<file path="src/rtl/uart_win_pkg.sv">
package uart_win_pkg;
   localparam int REG_W  = 8;
   localparam int ADDR_W = 3;
   localparam int SLOT_N = 4;
   localparam int BANK_N = 4;
   localparam int GDL_W  = REG_W - 1;
   localparam int SEL_W  = $clog2(BANK_N) + $clog2(SLOT_N);

   localparam logic [ADDR_W-1:0] OFS_EFR = 3'd2;
   localparam logic [ADDR_W-1:0] OFS_LCR = 3'd3;
   localparam logic [ADDR_W-1:0] OFS_GDL = 3'd7;
   localparam int EFR_EN_BIT = 4;
   localparam int BANK_LSB   = 6;

   typedef enum logic [2:0] {
      TGT_STD, TGT_LCR, TGT_EFR, TGT_BANK, TGT_GDL
   } tgt_e;

   typedef enum logic [1:0] {SK_RW, SK_ID, SK_ZERO} slot_kind_e;

   function automatic slot_kind_e slot_kind(input int b, input int s);
      if (b <= 1)           return SK_RW;
      if (b == 2 && s == 0) return SK_RW;
      if (b == 2 && s == 1) return SK_ID;
      return SK_ZERO;
   endfunction
endpackage

</file>
<file path="src/rtl/uart_win_decode.sv">
module uart_win_decode
   import uart_win_pkg::*;
#(
   parameter logic [REG_W-1:0] MAGIC = 8'hBF
) (
   input  logic [ADDR_W-1:0] addr,
   input  logic [REG_W-1:0]  lcr,
   input  logic              efr_en,
   output tgt_e              rd_tgt,
   output tgt_e              wr_tgt
);
   logic enh_view;
   logic gdl_on;

   always_comb begin
      enh_view = (lcr == MAGIC);
      gdl_on   = !enh_view && efr_en && (addr == OFS_GDL);
      if (addr == OFS_LCR)                  rd_tgt = TGT_LCR;
      else if (enh_view && addr == OFS_EFR) rd_tgt = TGT_EFR;
      else if (enh_view && addr[2])         rd_tgt = TGT_BANK;
      else if (gdl_on)                      rd_tgt = TGT_GDL;
      else                                  rd_tgt = TGT_STD;
      wr_tgt = (rd_tgt == TGT_GDL) ? TGT_STD : rd_tgt;
   end
endmodule

</file>
<file path="src/rtl/uart_win_banks.sv">
module uart_win_banks
   import uart_win_pkg::*;
#(
   parameter logic [REG_W-1:0] HW_ID = 8'h01
) (
   input  logic                              clk,
   input  logic                              rst_n,
   input  logic                              wr,
   input  logic [$clog2(BANK_N)-1:0]         bank,
   input  logic [$clog2(SLOT_N)-1:0]         slot,
   input  logic [REG_W-1:0]                  wdata,
   output logic [BANK_N*SLOT_N*REG_W-1:0]    regs_flat,
   output logic [REG_W-1:0]                  rd_byte
);
   for (genvar b = 0; b < BANK_N; b++) begin : g_bank
      for (genvar s = 0; s < SLOT_N; s++) begin : g_slot
         localparam slot_kind_e KIND = slot_kind(b, s);
         localparam int IDX = b * SLOT_N + s;
         if (KIND == SK_RW) begin : g_rw
            logic [REG_W-1:0] q;
            always_ff @(posedge clk or negedge rst_n) begin
               if (!rst_n)
                  q <= '0;
               else if (wr && bank == b[$clog2(BANK_N)-1:0] && slot == s[$clog2(SLOT_N)-1:0])
                  q <= wdata;
            end
            assign regs_flat[IDX*REG_W +: REG_W] = q;
         end else if (KIND == SK_ID) begin : g_id
            assign regs_flat[IDX*REG_W +: REG_W] = HW_ID;
         end else begin : g_zero
            assign regs_flat[IDX*REG_W +: REG_W] = '0;
         end
      end
   end

   logic [SEL_W-1:0] sel;
   assign sel     = {bank, slot};
   assign rd_byte = regs_flat[sel*REG_W +: REG_W];
endmodule

</file>
<file path="src/rtl/uart_win_rdmux.sv">
module uart_win_rdmux
   import uart_win_pkg::*;
(
   input  tgt_e             tgt,
   input  logic [REG_W-1:0] lcr,
   input  logic [REG_W-1:0] efr,
   input  logic [REG_W-1:0] bank_byte,
   input  logic [GDL_W-1:0] gd_len,
   input  logic             gd_bad,
   input  logic [REG_W-1:0] std_rdata,
   output logic [REG_W-1:0] rd_byte
);
   always_comb begin
      unique case (tgt)
         TGT_LCR:  rd_byte = lcr;
         TGT_EFR:  rd_byte = efr;
         TGT_BANK: rd_byte = bank_byte;
         TGT_GDL:  rd_byte = {gd_bad, gd_len};
         default:  rd_byte = std_rdata;
      endcase
   end
endmodule

</file>
<file path="src/rtl/uart_bank_window.sv">
module uart_bank_window
   import uart_win_pkg::*;
#(
   parameter logic [REG_W-1:0] MAGIC = 8'hBF,
   parameter logic [REG_W-1:0] HW_ID = 8'h01
) (
   input  logic              clk,
   input  logic              rst_n,
   input  logic [2:0]        addr,
   input  logic              wr_en,
   input  logic              rd_en,
   input  logic [7:0]        wdata,
   output logic [7:0]        rdata,
   output logic              std_wr,
   output logic              std_rd,
   input  logic [7:0]        std_rdata,
   input  logic [6:0]        gd_len,
   input  logic              gd_bad,
   output logic [7:0]        lcr_val,
   output logic [7:0]        efr_val,
   output logic [7:0]        xon1,
   output logic [7:0]        xon2,
   output logic [7:0]        xoff1,
   output logic [7:0]        xoff2,
   output logic [7:0]        rx_low,
   output logic [7:0]        rx_high,
   output logic [7:0]        rx_trig,
   output logic [7:0]        tx_low,
   output logic [7:0]        enum_val
);
   if (HW_ID == '0) begin : g_chk_id
      $error("HW_ID must be nonzero");
   end
   if (MAGIC == '0) begin : g_chk_magic
      $error("MAGIC must differ from the reset value of the line control register");
   end

   localparam int BANK_W = $clog2(BANK_N);
   localparam int SLOT_W = $clog2(SLOT_N);

   tgt_e rd_tgt, wr_tgt;
   logic [REG_W-1:0] lcr_q, efr_q, bank_byte, rd_next;
   logic [BANK_N*SLOT_N*REG_W-1:0] regs_flat;

   uart_win_decode #(.MAGIC(MAGIC)) i_decode (
      .addr   (addr),
      .lcr    (lcr_q),
      .efr_en (efr_q[EFR_EN_BIT]),
      .rd_tgt (rd_tgt),
      .wr_tgt (wr_tgt)
   );

   always_ff @(posedge clk or negedge rst_n) begin
      if (!rst_n) begin
         lcr_q <= '0;
         efr_q <= '0;
      end else if (wr_en) begin
         if (wr_tgt == TGT_LCR) lcr_q <= wdata;
         if (wr_tgt == TGT_EFR) efr_q <= wdata;
      end
   end

   uart_win_banks #(.HW_ID(HW_ID)) i_banks (
      .clk       (clk),
      .rst_n     (rst_n),
      .wr        (wr_en && wr_tgt == TGT_BANK),
      .bank      (efr_q[BANK_LSB +: BANK_W]),
      .slot      (addr[SLOT_W-1:0]),
      .wdata     (wdata),
      .regs_flat (regs_flat),
      .rd_byte   (bank_byte)
   );

   uart_win_rdmux i_rdmux (
      .tgt       (rd_tgt),
      .lcr       (lcr_q),
      .efr       (efr_q),
      .bank_byte (bank_byte),
      .gd_len    (gd_len),
      .gd_bad    (gd_bad),
      .std_rdata (std_rdata),
      .rd_byte   (rd_next)
   );

   always_ff @(posedge clk or negedge rst_n) begin
      if (!rst_n)     rdata <= '0;
      else if (rd_en) rdata <= rd_next;
   end

   assign std_wr   = wr_en && (wr_tgt == TGT_STD);
   assign std_rd   = rd_en && (rd_tgt == TGT_STD);
   assign lcr_val  = lcr_q;
   assign efr_val  = efr_q;
   assign xon1     = regs_flat[(0*SLOT_N+0)*REG_W +: REG_W];
   assign xon2     = regs_flat[(0*SLOT_N+1)*REG_W +: REG_W];
   assign xoff1    = regs_flat[(0*SLOT_N+2)*REG_W +: REG_W];
   assign xoff2    = regs_flat[(0*SLOT_N+3)*REG_W +: REG_W];
   assign rx_low   = regs_flat[(1*SLOT_N+0)*REG_W +: REG_W];
   assign rx_high  = regs_flat[(1*SLOT_N+1)*REG_W +: REG_W];
   assign rx_trig  = regs_flat[(1*SLOT_N+2)*REG_W +: REG_W];
   assign tx_low   = regs_flat[(1*SLOT_N+3)*REG_W +: REG_W];
   assign enum_val = regs_flat[(2*SLOT_N+0)*REG_W +: REG_W];
endmodule

</file>
<file path="config.mk">
export PLATFORM = sky130hd
export DESIGN_NAME = uart_bank_window
export DESIGN_NICKNAME = d
export VERILOG_FILES = /design/src/rtl/uart_win_pkg.sv /design/src/rtl/uart_win_decode.sv /design/src/rtl/uart_win_banks.sv /design/src/rtl/uart_win_rdmux.sv /design/src/rtl/uart_bank_window.sv
export SDC_FILE = /design/constraint.sdc
export NUM_CORES = 1
export LEC_CHECK = 0
export BUFFER_PORTS_ARGS = -buffer_cell sky130_fd_sc_hd__buf_4
export CAP_MARGIN = 20
export CORE_ASPECT_RATIO = 0.75
export CORE_UTILIZATION = 53
export CTS_CLUSTER_DIAMETER = 150
export CTS_CLUSTER_SIZE = 10
export DETAILED_ROUTE_END_ITERATION = 10
export PLACE_DENSITY = 0.8
export SKIP_CTS_REPAIR_TIMING = 1
export SLEW_MARGIN = 40
export SYNTH_ARGS = -nofsm -noshare
export SYNTH_HDL_FRONTEND = slang
export SYNTH_HIERARCHICAL = 1
export SYNTH_SLANG_ARGS = --single-unit
export TNS_END_PERCENT = 20
</file>
<file path="constraint.sdc">
create_clock -name clk -period 6.8 [get_ports clk]
set_input_delay 1.02 -clock clk [delete_from_list [all_inputs] [get_ports clk]]
set_output_delay 1.02 -clock clk [all_outputs]
set_load 0.02 [all_outputs]
</file>
; ---- After elaboration in Yosys (flattened, before gate mapping)
; Index checks and enable logic that the tools add are counted.
[word_totals]
ff_bits = 96
inputBits = 31
output_inout_bits = 98
wordCells = 61
[op_classes]
eq_ne = 16
shifts = 1
mux = 6
reduce_logical = 26
[ops]
columns = op, n
row1 = indexed part select 128 x 8 -> 8 bit, 1
row2 = case mux 8 bit (4 select lines), 1
row3 = logical AND 1 bit, 19
row4 = "equality test 3 x 2 -> 1 bit, second input constant", 6
row5 = 2-to-1 mux 3 bit, 5
row6 = "equality test 8 bit, second input constant", 1
row7 = "equality test 2 bit, second input constant", 3
row8 = "equality test 3 x 1 -> 1 bit, second input constant", 2
row9 = "equality test 3 bit, second input constant", 2
row10 = zero test 3 bit, 2
row11 = "equality test 2 x 1 -> 1 bit, second input constant", 2
row12 = zero test 2 bit, 2
row13 = AND reduction 2 bit, 2
row14 = zero test 1 bit, 1

; ---- Logic depth before layout (Yosys ltp)
; Gate-level depths: netlist (run 1).
[logic_depth]
ltp_word = 14
mapped_depth = 8
depth_no_buf = 6

; ---- Modules after synthesis
; The synthesis (run 1) kept the hierarchy.
[by_module_without_submodules]
columns = mod, n_inst, cells_each, area_per_inst_um2, seq_area_each_um2
row1 = uart_win_banks, 1, 293, 3867.5, 1801.7
row2 = uart_bank_window, 1, 56, 1012.2, 600.6
row3 = uart_win_rdmux, 1, 61, 459.2, 0.0
row4 = uart_win_decode, 1, 13, 116.4, 0.0

; ---- Worst setup path after synthesis (run 1)
; Ideal clock, no wire load.
[synth_path]
kind = input to output
startpoint = in addr[2]
endpoint = out std_wr
arrival_ns = 2.121
required_ns = 5.780
setup_slack_ns = 3.659
stages = 4
path_buffers = 1
path_cell_list = nand3b_1 -> o31ai_2 -> buf_4 -> nor4b_1
[synth_between]
word_cells_on_any_way = 14
cone_classes = eq/ne: 4 / mux: 5 / reduce/logical: 5
[synth_lines]
columns = element, line_no
row1 = start: declaration, uart_bank_window.sv:9  ; input logic [2:0] addr,
row2 = equality test 3 x 2 -> 1 bit / logical AND 1 bit (equally long branches), "uart_win_decode.sv:19, uart_win_decode.sv:20"
row3 = logical AND 1 bit / 2-to-1 mux 3 bit (equally long branches), "uart_win_decode.sv:19, uart_win_decode.sv:20"
row4 = 2-to-1 mux 3 bit, uart_win_decode.sv:19  ; else if (enh_view && addr == OFS_EFR) rd_tgt = TGT_EFR;
row5 = 2-to-1 mux 3 bit *, uart_win_decode.sv:18  ; if (addr == OFS_LCR) rd_tgt = TGT_LCR;
row6 = via rd_tgt[0], uart_bank_window.sv:41  ; tgt_e rd_tgt, wr_tgt;
row7 = equality test 3 bit, uart_win_decode.sv:23  ; wr_tgt = (rd_tgt == TGT_GDL) ? TGT_STD : rd_tgt;
row8 = 2-to-1 mux 3 bit *, uart_win_decode.sv:23
row9 = via wr_tgt[0], uart_bank_window.sv:41
row10 = zero test 3 bit *, uart_bank_window.sv:90  ; assign std_wr = wr_en && (wr_tgt == TGT_STD);
row11 = logical AND 1 bit *, uart_bank_window.sv:90
row12 = end: declaration, uart_bank_window.sv:14  ; output logic std_wr,
; Mark *: on every way through the listed nets, which the timed path passes. The rest lies on a longest branch.

; ---- Final worst setup path (run 1)
[layout_path]
startpoint = in addr[1]
endpoint = out std_rd
[layout_between]
elab_chain_len = 8
word_cells_on_any_way = 11
cone_classes = eq/ne: 3 / mux: 4 / reduce/logical: 4
[layout_rtl]
columns = element, line_no
row1 = equality test 3 bit, uart_win_decode.sv:17  ; gdl_on = !enh_view && efr_en && (addr == OFS_GDL);
row2 = logical AND 1 bit, uart_win_decode.sv:17
row3 = 2-to-1 mux 3 bit, uart_win_decode.sv:21  ; else if (gdl_on) rd_tgt = TGT_GDL;
row4 = 2-to-1 mux 3 bit, uart_win_decode.sv:20  ; else if (enh_view && addr[2]) rd_tgt = TGT_BANK;
row5 = 2-to-1 mux 3 bit, uart_win_decode.sv:19
row6 = 2-to-1 mux 3 bit *, uart_win_decode.sv:18
row7 = via rd_tgt[2], uart_bank_window.sv:41
row8 = zero test 3 bit *, uart_bank_window.sv:91  ; assign std_rd = rd_en && (rd_tgt == TGT_STD);
row9 = logical AND 1 bit *, uart_bank_window.sv:91
row10 = end: declaration, uart_bank_window.sv:15  ; output logic std_rd,
; Marked as above.

==> reports/results.tsv, run 1 <==
metric	value	unit
slowest_delay	0.49	ns
htree_levels	3	
outcome	completed	
drc	0	
fin_crit_sh	53.0	%
rows	30	
postSynthCellCount	365	
wl_per_cell	20.9	um
dp_hpwl	9220	um
clkLatencyLatePin	0.34	ns
regArea	2400	um^2
dr.pass1.iters	5	
initialDrtViolationCount	266	
grt_max_degree	71	
start_util	55.1	%
overflow	0	
num-fill-cells	673	
cts-buffers-inserted	9	
yosysWarnings	6	
critical_path.cell_chain	buf_4 -> and4_1 -> o21a_1 -> nor4b_1 -> buf_4	
critical_path_required	5.78	ns
vias	3604	
viasPerCell	5.84	
clock_skew	0.00640	ns
rsz0062_at_grt	no	
io_pins	129	
die_h	86.3	um
timing.slew.headroom	52.2	%
power.leakage	3.18	nW
finalSetupTns	0	ns
crit_path_top_delay_cell	buf_4	
grt_pass1_wl	20200	um
wirelength	12900	um
design_area	6300	um^2
grt_pass1_vias	3592	
portBuffers	128	
path_max_fanout	37	
crit_type	in2out	
worst_pin_slew	0.718	ns
clock_path_buffers	2	
nets	515	
multi_input_area	2440	um^2
start_kind	primary input	
ant_nets	0	
cts_root_buf	clkbuf_16	
maxSlewViolCount	0	
cts_tree	done	
p_per_area	205	nW/um^2
fmaxAchievable	0.277	GHz
cp_common_cell	buf_4	
dpl-instance-area	5990	um^2
grt_usage	27.3	%
hold_violations	0	
maxCapViolations	0	
arrival	2.59	ns
hold_class	reg2reg	
path_clk_slew	0.06	ns
period_minus_slack	3.61	ns
cts.sinks	96	
end_kind	primary output	
utilization	69.0	%
synth_area_per_cell	13.8	um^2
vdd_drop_max	138	uV
layout-drive-gt1-share	53.2	%
antenna_found_initial	0	
gp_congestion	0.832	
core	9120	um^2
setup_viol	0	
area_growth	25.2	%
die_w	114	um
die_area	9880	um^2
syn-cell-area	5030	um^2
syn_nets	396	
diodes	0	
-- cells in the final DEF (no fill, tap or decap), types with 2 or more instances in the layout --
master	instances
nand3b_1	17
o21a_1	2
nor2_2	2
o21ai_0	2
a22o_1	14
mux4_2	2
dfrtp_1	96
buf_4	130
nor2b_1	2
a21oi_1	8
mux2_4	16
clkbuf_8	2
and2_1	2
clkinv_2	2
nand2b_1	9
and4bb_1	2
mux2_2	78
o22a_1	8
nor2_1	2
nand2_2	4
and2b_1	2
clkbuf_1	2
a221o_1	8
nand2_1	8
nor3b_4	3
clkbuf_16	9
mux2i_1	28
mux2_1	2
nor4b_1	2
o31ai_1	7
-- final timing paths --
path                            start  depth (start not counted)  slack (ns)                               endpoint
setup / recovery              addr[1]                          5        3.19                                 std_rd
hold / removal               rdata[5]                          1        0.51                               rdata[5]
setup reg to reg           lcr_val[6]                          7        4.15  i_banks/g_bank[0].g_slot[3].g_rw.q[3]
hold reg to reg              rdata[5]                          1        0.51                               rdata[5]
max in group asynchronous       rst_n                          2        5.26  i_banks/g_bank[2].g_slot[0].g_rw.q[7]
min in group asynchronous       rst_n                          1        0.60  i_banks/g_bank[1].g_slot[1].g_rw.q[1]
-- critical path: cells and delay by family --
kind | cells | cell delay, ns
compound gates | 1 | 0.49
simple gates | 2 | 0.38
buf+inv | 2 | 0.67
-- sequential cells by signal (all words and copies together) (netlist names) --
signal                        cells
efr_val                           8
rdata                             8
i_banks/g_bank.g_slot.g_rw.q     72
lcr_val                           8
-- area by class of cell --
| class | instances | area share (%) |
|---|---|---|
| repair buffers | 131 | 15.7 |
| well taps | 128 | 2.54 |
| multi-input cells | 245 | 38.8 |
| clock buffers | 13 | 4.13 |
| clock inverters | 3 | 0.636 |
| inverters | 1 | 0.0596 |
| flip-flops and latches | 96 | 38.2 |
-- power by group --
part	internal [mW]	total (mW)	switching, mW
Combinational	0.0798	0.166	0.0862
Sequential	0.591	0.616	0.0255
Clock	0.304	0.509	0.205
-- metrics by stage --
stage	worst slack, ns	hold slack [ns]	power (mW)	cells
2_1_floorplan	3.66	0.634	0.711	365
3_3_place_gp	3.25	0.497	0.788	601
3_5_place_dp	3.18	0.500	0.791	601
4_1_cts	3.21	0.515	1.30	617
5_1_grt	3.05	0.528	1.34	617
6_report	3.19	0.510	1.29	617
-- routing by layer --
layer / global-route usage [%] / up-vias / share of wire, %
met2: 43.4 / 114 / 48
met3: 6.08 / 9 / 5.3
met5: 0 / - / 0
met4: 5.79 / 0 / 0.76
li1: - / 1614 / -
met1: 38.6 / 1867 / 46
(Power assumes the default switching activity.)
==> run 2, diff against run 1 <==
ABC_AREA = 1   (was unset)
CORE_UTILIZATION = 49   (was 53)
PLACE_DENSITY = 0.78   (was 0.8)
clock period = 3.2 ns   (was 6.8 ns; I/O delays follow)
==> run 2 against run 1 <==
Global-route usage shrank 0.062 points. Clock-buffer cell count shrank 1. Via count grew 37%. Critical path type is now reg2reg. Critical endpoint is now i_banks/g_bank[0].g_slot[2].g_rw.q[4].
==> reports/results.tsv, run 2 <==
metric	value	unit	change
path_clk_slew	0.06	ns	about the same
clkLatencyLatePin	0.34	ns	about the same
clock_path_buffers	2		unchanged
fmaxAchievable	0.392	GHz	
cp.depth	12		+7
maxCapViolations	0		unchanged
crit_path_top_delay_cell	dfrtp_1		
cts_tree	done		
grt_max_degree	97		+37%
holdWs	0.172	ns	-0.338 ns
dr.pass1.iters	5		unchanged
end_kind	flip-flop		
cts_root_buf	clkbuf_16		
final_cell_count_no_fill	914		+48%
yosysWarnings	6		unchanged
drc	0		unchanged
critical_path.cell_chain	nand2_1 -> nor2_2 -> nand2_1 -> nor2_1 -> inv_2 -> nor3_1 -> buf_4 -> inv_2 -> nor2_4 -> nand3_2 -> nand2_1 -> o21ai_2		
start_kind	flip-flop		
fin_ws	0.647	ns	-2.55 ns
hold_class	in2async		
dp_hpwl	10400	um	+13%
worst_path_dominant_cell_family	simple AND/OR/NAND/NOR gates		
synth_area_per_cell	7.72	um^2	-44%
initialDrtViolationCount	350		+32%
final_cell_mix	nand2_1 (282), buf_4 (132), dfrtp_1 (96)		
design_area	6360	um^2	+1.1%
antenna_found_initial	0		unchanged
ant_nets	0		unchanged
p_per_area	438	nW/um^2	+110%
worst_pin_slew	0.757	ns	+0.0389 ns
grt_pass1_wl	23200	um	+15%
dp_cells	898		+49%
critical_path_buf_inv_count	3		+1
syn-cell-area	5130	um^2	+2.0%
path_max_fanout	16		-57%
wl_per_cell	15.7	um	-25%
wirelength	14300	um	+11%
layout-drive-gt1-share	24.2	%	-29 points
use_met1	39.4	%	+0.72 points
crit_type	reg2reg		
slowest_delay	0.42	ns	-0.07 ns
rows	31		+3.3%
r2r_start	lcr_val[1]		
regMostFlops	i_banks/g_bank.g_slot.g_rw.q		
critical_path_required	3.42	ns	-2.36 ns
period_minus_slack	2.55	ns	
portBuffers	128		unchanged
cts.sinks	96		unchanged
arrival	2.77	ns	+0.18 ns
dpl-instance-area	6020	um^2	+0.44%
globalRouteMet2Util	42.5	%	-0.94 points
syn_nets	695		+76%
busiest_layer	met2		
maxSlewViolCount	0		unchanged
timing.slew.headroom	49.6	%	-2.6 points
power.leakage	3.46	nW	+8.8%
grtUsageMet3	4.55	%	-1.5 points
die_area	10900	um^2	+10%
fin_crit_sh	79.8	%	
setup_viol	0		unchanged
core	9890	um^2	+8.4%
die_w	120	um	+4.9%
start_util	51.8	%	-3.3 points
critPathLaunch	lcr_val[1]		
gp_congestion	0.889		+6.8%
cp_common_cell	nand2_1		
cts-buffers-inserted	9		unchanged
viasPerCell	5.41		-7.4%
vdd_drop_max	403	uV	+190%
area_growth	24.1	%	
hold_violations	0		unchanged
die_h	90.6	um	+4.9%
rsz0062_at_grt	no		
grt_usage	27.2	%	-0.062 points
finalSetupTns	0	ns	unchanged
vias	4944		+37%
htree_levels	3		unchanged
layout_commonest_cell	nand2_1		
dp_slack	0.491	ns	-2.69 ns
outcome	completed		
io_pins	129		unchanged
largest_register_ffs	72		unchanged
nets	808		+57%
overflow	0		unchanged
postSynthCellCount	664		+82%
clock_skew	0.00539	ns	-0.00101 ns
grt_pass1_vias	4552		+27%
r2r_cells	12		+5
diodes	0		unchanged
run 2: per-stage QoR:
step                utilization (%)  power [mW]
finish                         64.3        2.79
global route                   64.3        2.87
CTS                            64.3        2.80
detailed placement             60.8        1.61
global placement               60.8        1.61
floorplan                         -        1.46
run 2: final cells by class:
cell class	count	area, um^2
Inverter	32	125
Fill cell	883	3530
Sequential cell	96	2400
Timing Repair Buffer	133	1000
Multi-Input combinational cell	505	2320
Clock inverter	4	75.1
Clock buffer	12	267
Tap cell	132	165
run 2: worst register-to-register path, stage by stage, from the launching register on:
cell and delay, ns:
dfrtp_1 0.42, nand2_1 0.09, nor2_2 0.16, nand2_1 0.09
nor2_1 0.31, inv_2 0.10, nor3_1 0.23, buf_4 0.19
inv_2 0.05, nor2_4 0.18, nand3_2 0.34, nand2_1 0.20
o21ai_2 0.06
run 2: worst paths after layout:
| check | to | slack [ns] |
|---|---|---|
| max | i_banks/g_bank[0].g_slot[2].g_rw.q[4] | 0.65 |
| min in group clk | efr_val[7] | 0.40 |
| max in group asynchronous | lcr_val[1] | 2.46 |
| min reg2reg | efr_val[1] | 0.52 |
| min | i_banks/g_bank[0].g_slot[2].g_rw.q[3] | 0.17 |
| max reg2reg | i_banks/g_bank[0].g_slot[2].g_rw.q[4] | 0.65 |
run 2: metal layers:
metal / vias to the layer above / routed length [um]
met5: - / 0
met4: 0 / 195
met3: 23 / 1090
met2: 222 / 6460
met1: 2331 / 6560
li1: 2368 / -
run 2: report_power, final:
group / switching, mW / internal, mW
Clock: 0.452 / 0.749
Sequential: 0.0374 / 1.25
Combinational: 0.200 / 0.103
==> run 3, diff against run 2 <==
clock period = 2.1 ns   (was 3.2 ns; I/O delays follow)
==> run 3 against run 2 <==
The flow now finishes with violations (negative hold slack, negative setup slack). Largest cell class unchanged. Power rose by 44%. Sequential power up 52%. Global-route usage increased by 1.2 points. Register-to-register slack lost 0.66 ns. Critical path type unchanged.
==> reports/results.tsv, run 3 (synthesized netlist as in run 2, its figures left out) <==
metric	value	unit	change
num-fill-cells	849		-3.9%
maxCapViolations	0		unchanged
final_cell_mix	nand2_1 (282), buf_4 (138), dfrtp_1 (89)		
overflow	0		unchanged
cts_tree	done		
timing.slew.headroom	57.3	%	+7.8 points
p_sw	1.07	mW	+54%
utilization	65.0	%	+0.67 points
core	9890	um^2	unchanged
vdd_drop_max	371	uV	-8.0%
hold_class	in2async		
start_kind	flip-flop		
pwr-share-clk	39.0	%	-4.1 points
rsz0062_at_grt	yes		
initialDrtViolationCount	380		+8.6%
cts-buffers-inserted	9		unchanged
diodes	0		unchanged
nets	816		+0.99%
setup_viol	2		+2
maxSlewViolCount	0		unchanged
die_h	90.6	um	unchanged
start_util	51.8	%	unchanged
antenna_found_initial	0		unchanged
portBuffers	128		unchanged
outcome	complete, but fails checks		
dp_cells	906		+0.89%
hold_violations	10		+10
p_seq_share	49.0	%	+2.9 points
wl_per_cell	16.0	um	+1.9%
wirelength	14700	um	+2.8%
final_cell_count_no_fill	922		+0.88%
dp_hpwl	10800	um	+3.5%
fmaxAchievable	0.474	GHz	+21%
layout_commonest_cell	nand2_1		
layout-drive-gt1-share	26.2	%	+2.0 points
r2r_cells	12		unchanged
power.leakage	3.49	nW	+0.78%
area_growth	25.4	%	
grt_usage	28.4	%	+1.2 points
critical_path_required	2.31	ns	-1.11 ns
dr.pass1.iters	5		unchanged
grt_pass1_wl	23900	um	+3.1%
r2r_end	i_banks/g_bank[0].g_slot[2].g_rw.q[2]		
clock_skew	0.00832	ns	+0.00293 ns
rows	31		unchanged
holdWs	-0.00565	ns	-0.178 ns
htree_levels	3		unchanged
fin_ws	-0.00801	ns	-0.655 ns
arrival	2.32	ns	-0.45 ns
io_pins	129		unchanged
p_comb_share	12.0	%	+1.1 points
period_minus_slack	2.11	ns	-0.445 ns
crit_type	reg2reg		
clock_path_buffers	2		unchanged
cts_root_buf	clkbuf_16		
internal_power	2.95	mW	+40%
largest_register_ffs	72		unchanged
switching_share	26.6	%	+1.8 points
p_per_area	624	nW/um^2	+42%
path_clk_slew	0.07	ns	about the same
worst_pin_slew	0.640	ns	-0.117 ns
r2r_start	lcr_val[6]		
clkLatencyLatePin	0.35	ns	about the same
violations	negative hold slack, negative setup slack		
die_area	10900	um^2	unchanged
grt_max_degree	49		-49%
die_w	120	um	unchanged
fin_crit_sh	100	%	+21 points
ant_nets	0		unchanged
viasPerCell	5.46		+0.98%
rrSetupSlack	-0.008	ns	-0.66 ns
path_max_fanout	16		unchanged
end_kind	flip-flop		
gp_congestion	0.909		+2.3%
grt_pass1_vias	4713		+3.5%
drc	0		unchanged
vias	5036		+1.9%
critPathLaunch	lcr_val[6]		
regMostFlops	i_banks/g_bank.g_slot.g_rw.q		
cts.sinks	96		unchanged
[run 3: worst max-delay path by stage]
stage	endpoint	slack, ns	depth (start not counted)
floorplan	i_banks/g_bank[0].g_slot[3].g_rw.q[5]	-0.02	14
global placement	rdata[1]	0.14	14
detailed placement	i_banks/g_bank[0].g_slot[2].g_rw.q[2]	0.02	12
CTS	std_wr	-0.04	7
global route	i_banks/g_bank[0].g_slot[2].g_rw.q[4]	-0.12	12
finish	i_banks/g_bank[0].g_slot[2].g_rw.q[2]	-0.008	12
[run 3: through the flow]
step | setup TNS [ns] | total power, mW | cell area (um^2) | setup slack (ns)
floorplan | -0.0874 | 2.23 | 5150 | -0.0199
finish | -0.0112 | 4.01 | 6430 | -0.00801
global placement | 0 | 2.47 | 6130 | 0.141
detailed placement | 0 | 2.48 | 6130 | 0.0207
CTS | -0.0364 | 4.03 | 6420 | -0.0364
global route | -1.66 | 4.15 | 6430 | -0.117
[run 3: power by group through the flow]
stage | Combinational, mW | Clock [mW] | Sequential (mW)
floorplan | 0.177 | 0 | 2.05
finish | 0.482 | 1.56 | 1.96
global route | 0.524 | 1.65 | 1.97
detailed placement | 0.482 | 0 | 2.00
CTS | 0.484 | 1.58 | 1.96
global placement | 0.480 | 0 | 1.99
[run 3: critical path, cell delays in order, from the launching register on]
cell     delay, ns
dfrtp_2       0.43
inv_1         0.06
nand2_1       0.05
nor2_2        0.12
nand3_1       0.09
nand2_1       0.10
inv_2         0.07
nor3_4        0.18
inv_2         0.06
nor2_4        0.19
nand3_2       0.34
nand2_1       0.21
o21ai_2       0.07
[run 3: layout make-up]
| cell class | instances | area, um^2 | area share (%) |
|---|---|---|---|
| Clock buffer | 12 | 256 | 3.99 |
| Clock inverter | 4 | 28.8 | 0.448 |
| Inverter | 32 | 125 | 1.95 |
| Multi-Input combinational cell | 505 | 2350 | 36.5 |
| Sequential cell | 96 | 2410 | 37.5 |
| Tap cell | 132 | 165 | 2.57 |
| Timing Repair Buffer | 141 | 1100 | 17.0 |
[run 3: routing by layer]
| metal | up-vias | global-route usage (%) | part of all wire [%] |
|---|---|---|---|
| li1 | 2396 | - | - |
| met1 | 2391 | 40.8 | 45 |
| met2 | 222 | 43.2 | 45 |
| met3 | 27 | 5.49 | 7.8 |
| met4 | 0 | 9.17 | 1.9 |
| met5 | - | 0 | 0 |
